`config.mk`:
```
export PLATFORM = sky130hd
export DESIGN_NAME = wake_preamble_gate
export DESIGN_NICKNAME = d
export VERILOG_FILES = /design/src/rtl/pd_pkg.sv /design/src/rtl/pd_rst_sync.sv /design/src/rtl/pd_sync2.sv /design/src/rtl/pd_gap_timer.sv /design/src/rtl/pd_bit_sampler.sv /design/src/rtl/wake_preamble_gate.sv
export SDC_FILE = /design/constraint.sdc
export NUM_CORES = 1
export LEC_CHECK = 0
export ABC_CLOCK_PERIOD_IN_PS = 1400
export BUFFER_PORTS_ARGS = -buffer_cell sky130_fd_sc_hd__buf_2
export CAP_MARGIN = 30
export CORE_AREA = 5 5 82 84
export CTS_BUF_LIST = sky130_fd_sc_hd__clkbuf_4
export DETAILED_ROUTE_END_ITERATION = 7
export DIE_AREA = 0 0 87 89
export GPL_TIMING_DRIVEN = 0
export PLACE_DENSITY = 0.62
export SYNTH_ARGS = -nofsm -noshare
export SYNTH_HDL_FRONTEND = slang
export SYNTH_SLANG_ARGS = --single-unit
```
`constraint.sdc`:
```
create_clock -name clk -period 1.4 [get_ports clk]
set_input_delay 0.28 -clock clk [delete_from_list [all_inputs] [get_ports clk]]
set_output_delay 0.28 -clock clk [all_outputs]
set_load 0.05 [all_outputs]
```
`src/rtl/pd_pkg.sv`:
```
package pd_pkg;
  typedef enum logic [2:0] {
    ST_IDLE,
    ST_PRE,
    ST_SEP,
    ST_WAIT0,
    ST_DONE
  } pd_state_e;
endpackage

```
`src/rtl/pd_rst_sync.sv`:
```
module pd_rst_sync #(
  parameter int STAGES = 2
) (
  input  logic clk,
  input  logic rst_n,
  output logic rst_sync_n
);
  logic [STAGES-1:0] chain_q;

  always_ff @(posedge clk or negedge rst_n) begin
    if (!rst_n) chain_q <= '0;
    else        chain_q <= {chain_q[STAGES-2:0], 1'b1};
  end

  assign rst_sync_n = chain_q[STAGES-1];
endmodule

```
`src/rtl/pd_sync2.sv`:
```
module pd_sync2 #(
  parameter int STAGES = 2
) (
  input  logic clk,
  input  logic rst_n,
  input  logic d_in,
  output logic q_out,
  output logic q_prev
);
  logic [STAGES:0] pipe_q;

  always_ff @(posedge clk or negedge rst_n) begin
    if (!rst_n) pipe_q <= '0;
    else        pipe_q <= {pipe_q[STAGES-1:0], d_in};
  end

  assign q_out  = pipe_q[STAGES-1];
  assign q_prev = pipe_q[STAGES];
endmodule

```
`src/rtl/pd_gap_timer.sv`:
```
module pd_gap_timer #(
  parameter int CNT_W = 8
) (
  input  logic             clk,
  input  logic             rst_n,
  input  logic             restart,
  input  logic             count_en,
  input  logic [CNT_W-1:0] win_min,
  input  logic [CNT_W-1:0] win_max,
  output logic             in_window,
  output logic             expired
);
  localparam logic [CNT_W-1:0] GAP_ONE = CNT_W'(1);

  logic [CNT_W-1:0] gap_q, gap_d;

  always_comb begin
    gap_d = gap_q;
    if (restart)                     gap_d = GAP_ONE;
    else if (count_en && gap_q != '1) gap_d = gap_q + GAP_ONE;
  end

  always_ff @(posedge clk or negedge rst_n) begin
    if (!rst_n) gap_q <= '0;
    else        gap_q <= gap_d;
  end

  assign in_window = (gap_q >= win_min) && (gap_q <= win_max);
  assign expired   = (gap_q >= win_max);
endmodule

```
`src/rtl/pd_bit_sampler.sv`:
```
module pd_bit_sampler #(
  parameter int CNT_W = 8
) (
  input  logic             clk,
  input  logic             rst_n,
  input  logic             resync,
  input  logic             active,
  input  logic [CNT_W-1:0] bit_len,
  output logic             strobe
);
  localparam logic [CNT_W-1:0] PH_ONE = CNT_W'(1);

  logic [CNT_W-1:0] ph_q, ph_d;

  assign strobe = active && !resync && (ph_q == '0);

  always_comb begin
    ph_d = ph_q;
    if (resync)            ph_d = bit_len >> 1;
    else if (active) begin
      if (ph_q == '0)      ph_d = bit_len - PH_ONE;
      else                 ph_d = ph_q - PH_ONE;
    end
  end

  always_ff @(posedge clk or negedge rst_n) begin
    if (!rst_n) ph_q <= '0;
    else        ph_q <= ph_d;
  end
endmodule

```
`src/rtl/wake_preamble_gate.sv`:
```
module wake_preamble_gate
  import pd_pkg::*;
#(
  parameter int CNT_W  = 8,
  parameter int EDGE_W = 4,
  parameter int RUN_W  = 4
) (
  input  logic              clk,
  input  logic              rst_n,
  input  logic              enable,
  input  logic              rx_in,
  input  logic [EDGE_W-1:0] cfg_edges,
  input  logic [RUN_W-1:0]  cfg_sep_bits,
  input  logic [CNT_W-1:0]  cfg_win_min,
  input  logic [CNT_W-1:0]  cfg_win_max,
  input  logic [CNT_W-1:0]  cfg_bit_len,
  output logic              preamble_ok,
  output logic              separator_ok,
  output logic              start_detected,
  output logic              reject
);
  localparam logic [EDGE_W:0] EDGE_ONE = (EDGE_W+1)'(1);
  localparam logic [RUN_W:0]  RUN_ONE  = (RUN_W+1)'(1);

  logic rst_i_n;
  logic line, line_prev, rise, fall;
  logic in_window, expired, strobe;

  pd_state_e       state_q, state_d;
  logic [EDGE_W:0] edges_q, edges_d;
  logic [RUN_W:0]  run_q, run_d;
  logic            rej_q, rej_d;
  logic            start_q, start_d;

  pd_rst_sync #(.STAGES(2)) u_rst (
    .clk(clk), .rst_n(rst_n), .rst_sync_n(rst_i_n)
  );

  pd_sync2 #(.STAGES(2)) u_sync (
    .clk(clk), .rst_n(rst_i_n), .d_in(rx_in), .q_out(line), .q_prev(line_prev)
  );

  assign rise = line && !line_prev;
  assign fall = !line && line_prev;

  pd_gap_timer #(.CNT_W(CNT_W)) u_gap (
    .clk(clk), .rst_n(rst_i_n),
    .restart(rise && (state_q == ST_IDLE || state_q == ST_PRE)),
    .count_en(state_q == ST_PRE),
    .win_min(cfg_win_min), .win_max(cfg_win_max),
    .in_window(in_window), .expired(expired)
  );

  pd_bit_sampler #(.CNT_W(CNT_W)) u_smp (
    .clk(clk), .rst_n(rst_i_n),
    .resync(rise), .active(state_q == ST_SEP),
    .bit_len(cfg_bit_len), .strobe(strobe)
  );

  // Next-state logic
  always_comb begin
    state_d = state_q;
    edges_d = edges_q;
    run_d   = run_q;
    rej_d   = 1'b0;
    start_d = 1'b0;
    if (!enable) begin
      state_d = ST_IDLE;
      edges_d = '0;
      run_d   = '0;
    end else begin
      unique case (state_q)
        ST_IDLE: begin
          run_d = '0;
          if (rise) begin
            edges_d = EDGE_ONE;
            state_d = (EDGE_ONE >= {1'b0, cfg_edges}) ? ST_SEP : ST_PRE;
          end
        end
        ST_PRE: begin
          if (rise && in_window) begin
            edges_d = edges_q + EDGE_ONE;
            if (edges_q + EDGE_ONE >= {1'b0, cfg_edges}) state_d = ST_SEP;
          end else if (rise || expired) begin
            rej_d   = 1'b1;
            state_d = ST_IDLE;
            edges_d = '0;
          end
        end
        ST_SEP: begin
          if (strobe) begin
            if (line) begin
              run_d = run_q + RUN_ONE;
              if (run_q + RUN_ONE >= {1'b0, cfg_sep_bits}) state_d = ST_WAIT0;
            end else begin
              run_d = '0;
            end
          end
        end
        ST_WAIT0: begin
          if (fall) begin
            start_d = 1'b1;
            state_d = ST_DONE;
          end
        end
        default: state_d = ST_DONE;
      endcase
    end
  end

  // Registers
  always_ff @(posedge clk or negedge rst_i_n) begin
    if (!rst_i_n) begin
      state_q <= ST_IDLE;
      edges_q <= '0;
      run_q   <= '0;
      rej_q   <= 1'b0;
      start_q <= 1'b0;
    end else begin
      state_q <= state_d;
      edges_q <= edges_d;
      run_q   <= run_d;
      rej_q   <= rej_d;
      start_q <= start_d;
    end
  end

  assign preamble_ok    = (state_q == ST_SEP) || (state_q == ST_WAIT0) || (state_q == ST_DONE);
  assign separator_ok   = (state_q == ST_WAIT0) || (state_q == ST_DONE);
  assign start_detected = start_q;
  assign reject         = rej_q;
endmodule

```
==> impl_metrics.tcl, run 1 <==
set metrics [dict create \
    r2r_cells 6 \
    std_cell_rows 28 \
    die_area_mm2 0.007743 \
    worstHoldPathCells 3 \
    remaining_drc_errors 0 \
    crit_path_start_kind "flop" \
    max-slew-margin-rel 0.4588 \
    final_util 0.6989 \
    synth_area_leaders "dfrtp_1, ha_1, o21ai_0" \
    drt_pre_antenna_iters 4 \
    wire_per_inst_um 15.52 \
    yosysTopAreaCellShare 0.3488 \
    timing.fmax_mhz 440.3 \
    min_path_type "input pin to flop" \
    grt_pass1_wl_um 11780 \
    post-route-worst-setup-slack_ns -0.8711 \
    ys.flop_type "dfrtp_1" \
    required_ns 1.70 \
    slew_viol_final 0 \
    yosysTopAreaCell "dfrtp_1" \
    worstPathArrival_ns 2.57 \
    worstPathMaxFanout 3 \
    hpwlAfterDp_um 4410 \
    clock_sinks 36 \
    syn_area_per_cell_um2 8.412 \
    synth_most_common_cell "dfrtp_1" \
    critPathTopFamily "simple AND/OR/NAND/NOR gates" \
    start_util 0.4414 \
    fin_setup_tns_ns -16.33 \
    maxCapViolations 0 \
    instances_no_fill 484 \
    avgViaCountPerCell 5.415 \
    root_buffer "clkbuf_4" \
    ant_nets 0 \
    die_height_um 89 \
    busiest_layer "met2" \
    design_area_mm2 0.004089 \
    final_hold_viol_count 0 \
    violations "setup timing" \
    p_leak_nw 1.839 \
    drt_first_iter_violations 81 \
    slowest_delay_ns 0.49 \
    io_buffer_count 38 \
    grt_util_met1 0.2354 \
    path_clk_slew_ns 0.13 \
    routabilityCongestion 0.7819 \
    synth_edf_count 0 \
    path_depth 6 \
    report.power.total_mw 4.788 \
    gr-total-overflow 0 \
    ys_seq_area_frac 0.3488 \
    clk_latency_ns 0.36 \
    met2_usage 0.3402 \
    htree_levels 2 \
    critPathBufInv 0 \
    clock_skew_ns 0.01915 \
    syn_to_final_growth_pct 58.33 \
    diodes 0 \
    power_density_mw_per_mm2 1171 \
    rsz0062_at_grt "yes" \
    netlist_instances 307 \
    vias 2621 \
    synth_fp_nets 371 \
    antenna_found_initial 0 \
    met3_usage 0.03318 \
    setup_viol 32 \
    core_area_mm2 0.005851 \
    worstSetupPathType "flop to flop" \
    dpl_cell_area_mm2 0.003020 \
    yosys-top-cells-count "dfrtp_1, nand2_1, nor2_1" \
    ios 40 \
    slowest_stage "or4b_4" \
    ir_worst_vdd_mv 0.6612 \
    final_layout_size_suffix_gt1_frac 0.4841 \
    grt_max_degree 35 \
    fin_crit_sh 1.622 \
    cts-buffers-inserted 5 \
    min_period_ns 2.271 \
    ys.warnings.count 0 \
    dp_cells 420 \
    nNetsFinal 472 \
    clock_path_buffers 2 \
    synthesis.area_mm2 0.002582 \
    synth_cell_types 48 \
    end_kind "flop" \
    drt-total-wl_um 7510 \
    cts_tree "yes" \
    status "finished, violations left" \
    die_w_um 87 \
    cp_cell_sequence "nor3_2 > nand2b_1 > a2111o_1 > or4b_4 > or4_1 > a31oi_1" \
    synthArstFlopShare 1.000 \
    track_usage 0.1905 \
    ys_seq_elements 36 \
    grt_pass1_vias 2623 \
    tightest_slew_ns 0.8118 \
]
layer usage:
metal	vias to the layer above	part of all wire
li1	1299	-
met1	1262	0.43
met2	51	0.52
met3	9	0.040
met4	0	0.011
met5	-	0
where the power goes:
group / switching (mW) / internal (mW) / total, mW
Clock: 0.401 / 0.735 / 1.14
Sequential: 0.196 / 1.18 / 1.37
Combinational: 1.08 / 1.20 / 2.28
Total: 1.68 / 3.11 / 4.79
layout by cell type (no fill, tap or decap), drive strengths merged, types with 7 or more instances in the layout:
| cell type | count |
|---|---|
| dfrtp | 36 |
| inv | 23 |
| xor2 | 9 |
| o21ai | 24 |
| a21oi | 22 |
| buf | 95 |
| clkbuf | 10 |
| nor2 | 29 |
| ha | 28 |
| nor3 | 7 |
| nand2 | 31 |
| nand2b | 10 |
| nand3 | 14 |
layout make-up:
class                      instances  area (um2)
multi-input combinational        240        2085
fill                             440        1762
sequential                        36       914.6
timing repair buffer              96       716.9
tap                               75       93.84
clock inverter                     3       90.09
inverter                          23       86.33
buffer                             6       65.06
clock buffer                       5       37.54
path summary, 6_finish.rpt:
path,startpoint,slack (ns),end
max,u_smp.ph_q[2],-0.87,u_smp.ph_q[7]
min,cfg_bit_len[6],0.15,u_smp.ph_q[5]
max reg2reg,u_smp.ph_q[2],-0.87,u_smp.ph_q[7]
min reg2reg,u_sync.pipe_q[0],0.36,u_sync.pipe_q[1]
max in group asynchronous,u_rst.chain_q[1],0.45,u_gap.gap_q[1]
min in group asynchronous,rst_n,0.21,u_rst.chain_q[1]
kinds of logic (layout without fill, tap and decap cells):
family / after synthesis / count (layout) / share of synthesized area
simple gates: 119 / 119 / 0.2345
compound gates: 78 / 78 / 0.1856
flops: 36 / 36 / 0.3488
buf+inv: 31 / 133 / 0.04506
fa+ha+maj: 28 / 28 / 0.1357
xor+xnor: 12 / 12 / 0.04070
mux: 2 / 2 / 0.008236
other cells: 1 / 1 / 0.001452
sequential cells by signal (all words and copies together) (netlist names):
name / count
edges_q: 5
reject: 1
run_q: 5
start_detected: 1
state_q: 3
u_gap.gap_q: 8
u_rst.chain_q: 2
u_smp.ph_q: 8
u_sync.pipe_q: 3
tightest hold or removal path: stages:
cell	delay, ns
buf_2	0.10
nand2_1	0.04
o21ai_1	0.06
repair_timing:
action,4_1_cts,5_1_grt
pin swaps,42,22
hold buffers,1,1
setup endpoints to repair,31,32
setup buffers,39,17
hold endpoints to repair,2,1
gates cloned,0,1
gates resized for setup,71,36
through the flow:
| stage | hold slack [ns] | setup WS (ns) |
|---|---|---|
| finish | 0.1541 | -0.8711 |
| floorplan | -0.01559 | -0.8329 |
| CTS | 0.009667 | -0.8768 |
| global placement | 0.06657 | -1.033 |
| detailed placement | 0.06584 | -1.064 |
| global route | 0.1769 | -0.9554 |
Power figures use the tool's default switching activity.
==> run 2, diff against run 1 <==
--- a/config.mk
+++ b/config.mk
@@ -14,6 +14,7 @@
 export DIE_AREA = 0 0 87 89
 export GPL_TIMING_DRIVEN = 0
 export PLACE_DENSITY = 0.62
+export RECOVER_POWER = 25
 export SYNTH_ARGS = -nofsm -noshare
 export SYNTH_HDL_FRONTEND = slang
 export SYNTH_SLANG_ARGS = --single-unit
==> impl_metrics.tcl, run 2 (synthesis results as in run 1) <==
set metrics [dict create \
    clock_skew_ns 0.01921 \
    dp_cells 420 \
    design_area_mm2 0.004088 \
    min_period_ns 2.271 \
    ios 40 \
    syn_to_final_growth_pct 58.28 \
    remaining_drc_errors 0 \
    layout_commonest_cell "buf_4" \
    drt_first_iter_violations 81 \
    ant_nets 0 \
    worstSetupPathType "flop to flop" \
    min_path_type "input pin to flop" \
    fin_crit_sh 1.622 \
    diodes 0 \
    slew_viol_final 0 \
    gr-total-overflow 0 \
    cts_tree "yes" \
    wire_per_inst_um 15.52 \
    p_leak_nw 1.836 \
    vias 2620 \
    reg.largest.list "u_gap.gap_q (8), u_smp.ph_q (8)" \
    violations "setup timing" \
    setup_viol 32 \
    instances_no_fill 484 \
    end_kind "flop" \
    avgViaCountPerCell 5.413 \
    nNetsFinal 472 \
    root_buffer "clkbuf_4" \
    core_area_mm2 0.005851 \
    required_ns 1.70 \
    status "finished, violations left" \
    ir_worst_vdd_mv 0.6606 \
    die_height_um 89 \
    clock_sinks 36 \
    reg2reg_slack_ns -0.87 \
    final_util 0.6987 \
    final_hold_viol_count 0 \
    drt_pre_antenna_iters 4 \
    clock_path_buffers 2 \
    power_density_mw_per_mm2 1171 \
    hpwlAfterDp_um 4410 \
    grt_max_degree 35 \
    clk_latency_ns 0.36 \
    drt-total-wl_um 7514 \
    start_util 0.4414 \
    worstPathArrival_ns 2.57 \
    io_buffer_count 38 \
    post-route-worst-setup-slack_ns -0.8711 \
    report.power.total_mw 4.787 \
    cts-buffers-inserted 5 \
    std_cell_rows 28 \
    track_usage 0.1905 \
    grt_pass1_vias 2623 \
    layout_common_cells "buf_4, buf_2, dfrtp_1" \
    grt_pass1_wl_um 11780 \
    crit_path_start_kind "flop" \
    rsz0062_at_grt "yes" \
    maxCapViolations 0 \
    worstPathMaxFanout 3 \
    max-slew-margin-rel 0.4589 \
    routabilityCongestion 0.7819 \
    timing.fmax_mhz 440.3 \
    antenna_found_initial 0 \
    die_w_um 87 \
    tightest_slew_ns 0.8116 \
    die_area_mm2 0.007743 \
    dpl_cell_area_mm2 0.003020 \
    path_clk_slew_ns 0.13 \
    final_layout_size_suffix_gt1_frac 0.4817 \
    htree_levels 2 \
]
==> run 2: final timing paths <==
path                                   from                to  cells past startpoint
max                           u_smp.ph_q[2]     u_smp.ph_q[7]                      6
min                          cfg_bit_len[6]     u_smp.ph_q[5]                      3
max reg2reg                   u_smp.ph_q[2]     u_smp.ph_q[7]                      6
min reg2reg                u_sync.pipe_q[0]  u_sync.pipe_q[1]                      0
max in group asynchronous  u_rst.chain_q[1]    u_gap.gap_q[1]                      0
min in group asynchronous             rst_n  u_rst.chain_q[0]                      2
==> run 2: cell type report <==
class                      instances  area [um2]
timing repair buffer              96       715.7
buffer                             6       65.06
fill                             441        1763
multi-input combinational        240        2085
sequential                        36       914.6
clock inverter                     3       90.09
inverter                          23       86.33
clock buffer                       5       37.54
tap                               75       93.84
==> run 2: what timing repair did <==
item,CTS,global route
pin swaps,42,22
buffers inserted,39,17
setup endpoints to repair,31,32
gates resized for setup,71,36
hold buffers,1,1
hold endpoints to repair,2,1
cloned,0,1
==> run 2: critical path: stages, from the launching register on <==
cell and delay [ns]:
dfrtp_1 0.41, nor3_2 0.24, nand2b_1 0.12, a2111o_1 0.32, or4b_4 0.49, or4_1 0.47
a31oi_1 0.16
==> run 2: where the power goes <==
group / switching [mW] / internal [mW]
Clock: 0.401 / 0.735
Sequential: 0.196 / 1.18
Combinational: 1.08 / 1.20
Total: 1.68 / 3.11
==> run 2: per-layer routing <==
layer  track usage  routed length (um)  vias to the layer above
met3       0.03318                 297                        9
met5             0                   0                        -
met2        0.3402                3893                       51
li1              -                   -                     1298
met4       0.05524                  84                        0
met1        0.2354                3240                     1262
==> run 2: metrics by stage <==
stage	setup slack, ns	TNS (ns)	hold slack (ns)
after floorplan	-0.8329	-10.02	-0.01559
after global placement	-1.033	-24.02	0.06657
after detailed placement	-1.064	-17.88	0.06584
after CTS	-0.8768	-15.32	0.009667
after global routing	-0.9554	-18.58	0.1769
final	-0.8711	-16.34	0.1541
==> run 3, diff against run 2 <==
--- a/config.mk
+++ b/config.mk
@@ -8,12 +8,15 @@
 export ABC_CLOCK_PERIOD_IN_PS = 1400
 export BUFFER_PORTS_ARGS = -buffer_cell sky130_fd_sc_hd__buf_2
 export CAP_MARGIN = 30
-export CORE_AREA = 5 5 82 84
+export CELL_PAD_IN_SITES_DETAIL_PLACEMENT = 0
+export CELL_PAD_IN_SITES_GLOBAL_PLACEMENT = 1
+export CORE_AREA = 5 5 83 85
 export CTS_BUF_LIST = sky130_fd_sc_hd__clkbuf_4
+export CTS_CLUSTER_DIAMETER = 40
 export DETAILED_ROUTE_END_ITERATION = 7
-export DIE_AREA = 0 0 87 89
+export DIE_AREA = 0 0 88 90
 export GPL_TIMING_DRIVEN = 0
-export PLACE_DENSITY = 0.62
+export PLACE_DENSITY = 0.78
 export RECOVER_POWER = 25
 export SYNTH_ARGS = -nofsm -noshare
 export SYNTH_HDL_FRONTEND = slang
==> impl_metrics.tcl, run 3 (synthesis results as in run 1) <==
set metrics [dict create \
    p_leak_nw 1.752 \
    grt_max_degree 35 \
    min_path_type "input pin to flop" \
    ios 40 \
    tightest_slew_ns 0.7982 \
    cp_cell_sequence "nor3_2 > nand2b_1 > a2111o_1 > or4b_4 > or4_1 > a31oi_1" \
    drt_first_iter_violations 66 \
    r2r_cells 6 \
    maxCapViolations 0 \
    grt_pass1_wl_um 11790 \
    htree_levels 2 \
    min_period_ns 2.290 \
    io_buffer_count 38 \
    clock_skew_ns 0.01041 \
    gr-total-overflow 0 \
    clock_sinks 36 \
    timing.fmax_mhz 436.8 \
    routabilityCongestion 0.7764 \
    clk_latency_ns 0.35 \
    core_area_mm2 0.006132 \
    antenna_found_initial 0 \
    setup_viol 31 \
    remaining_drc_errors 0 \
    cts_tree "yes" \
    grt_pass1_vias 2597 \
    clock_path_buffers 2 \
    worstPathMaxFanout 3 \
    slowest_stage "or4b_4" \
    nNetsFinal 463 \
    die_area_mm2 0.007920 \
    diodes 0 \
    std_cell_rows 29 \
    vias 2568 \
    root_buffer "clkbuf_4" \
    crit_path_start_kind "flop" \
    ir_worst_vdd_mv 0.7324 \
    end_kind "flop" \
    rsz0062_at_grt "yes" \
    track_usage 0.1842 \
    power_density_mw_per_mm2 1100 \
    fin_crit_sh 1.635 \
    worstHoldPathCells 1 \
    timing.hold.ws_ns 0.02179 \
    final_layout_size_suffix_gt1_frac 0.4500 \
    cts-buffers-inserted 5 \
    required_ns 1.68 \
    violations "setup timing" \
    slew_viol_final 0 \
    die_w_um 88 \
    path_clk_slew_ns 0.12 \
    fillers 523 \
    final_hold_viol_count 0 \
    wire_per_inst_um 14.86 \
    layout_common_cells "buf_2, buf_4, nor2_1, dfrtp_1, inv_1" \
    die_height_um 90 \
    worstPathArrival_ns 2.57 \
    drt-total-wl_um 7088 \
    post-route-worst-setup-slack_ns -0.8896 \
    max-slew-margin-rel 0.4679 \
    drt_pre_antenna_iters 4 \
    syn_to_final_growth_pct 51.50 \
    worstSetupPathType "flop to flop" \
    start_util 0.4211 \
    ant_nets 0 \
    reg.largest.list "u_gap.gap_q (8), u_smp.ph_q (8)" \
    place_ws_ns -1.070 \
    avgViaCountPerCell 5.384 \
    hpwlAfterDp_um 4464 \
    slowest_delay_ns 0.49 \
    status "finished, violations left" \
]
-- run 3: cell count changes in the layout (fill, tap and decap cells not counted), sizes merged --
cell / before / now
bufinv: 3 / 1
dlygate4sd3: 2 / 1
clkbuf: 11 / 10
clkinv: 0 / 1
buf: 94 / 88
-- run 3: layout make-up --
| class | instances | area, um2 | share of cell area |
|---|---|---|---|
| Buffer | 5 | 51.30 | 0.01311 |
| Clock buffer | 6 | 45.04 | 0.01151 |
| Clock inverter | 2 | 35.03 | 0.008954 |
| Inverter | 23 | 86.33 | 0.02207 |
| Multi-Input combinational cell | 240 | 2047 | 0.5232 |
| Sequential cell | 36 | 915.9 | 0.2341 |
| Tap cell | 77 | 96.34 | 0.02462 |
| Timing Repair Buffer | 88 | 635.6 | 0.1625 |
-- run 3: worst paths after layout --
check | startpoint | endpoint | slack, ns
worst min-delay path | rx_in | u_sync.pipe_q[0] | 0.02
min in group asynchronous | rst_n | u_rst.chain_q[0] | 0.22
worst max-delay path | u_smp.ph_q[1] | u_smp.ph_q[7] | -0.89
max in group asynchronous | u_rst.chain_q[1] | state_q[1] | 0.49
worst max register to register | u_smp.ph_q[1] | u_smp.ph_q[7] | -0.89
worst min register to register | u_rst.chain_q[1] | u_sync.pipe_q[1] | 0.36
-- run 3: routing by layer --
layer	vias up	part of all wire	GRT usage
met5	-	0	0
met4	0	0.012	0.04859
met3	11	0.053	0.03839
met2	55	0.50	0.3160
met1	1220	0.43	0.2309
li1	1282	-	-
-- run 3: where the power goes --
part	switching, mW	leakage (nW)	internal (mW)
combinational	1.03	1.26	1.12
clock	0.382	0.0456	0.394
sequential	0.196	0.450	1.18
-- run 3: worst max-delay path, delay by kind of cell (launching register included) --
family             cells  cell delay (ns)
and+or+nand+nor        4             1.32
DFF                    1             0.41
AOI/OAI and AO/OA      2             0.48
-- run 3: repair_timing --
action / 4_1_cts / 5_1_grt
resized for setup: 69 / 30
hold endpoints to repair: 2 / 0
cloned: 0 / 0
setup buffers: 49 / 12
pin swaps: 39 / 24
hold buffers: 1 / 0
setup endpoints to repair: 31 / 31
-- run 3: per-stage QoR --
stage | utilization | cells | power, mW | TNS [ns] | area, um2
6_report | 0.6380 | 477 | 4.305 | -16.77 | 3913
5_1_grt | 0.6380 | 477 | 4.597 | -19.17 | 3913
4_1_cts | 0.6166 | 477 | 4.157 | -15.76 | 3781
3_5_place_dp | 0.4930 | 422 | 2.615 | -17.90 | 3023
3_3_place_gp | 0.4928 | 422 | 2.584 | -23.52 | 3022
2_1_floorplan | - | 307 | 2.290 | -10.02 | 2735
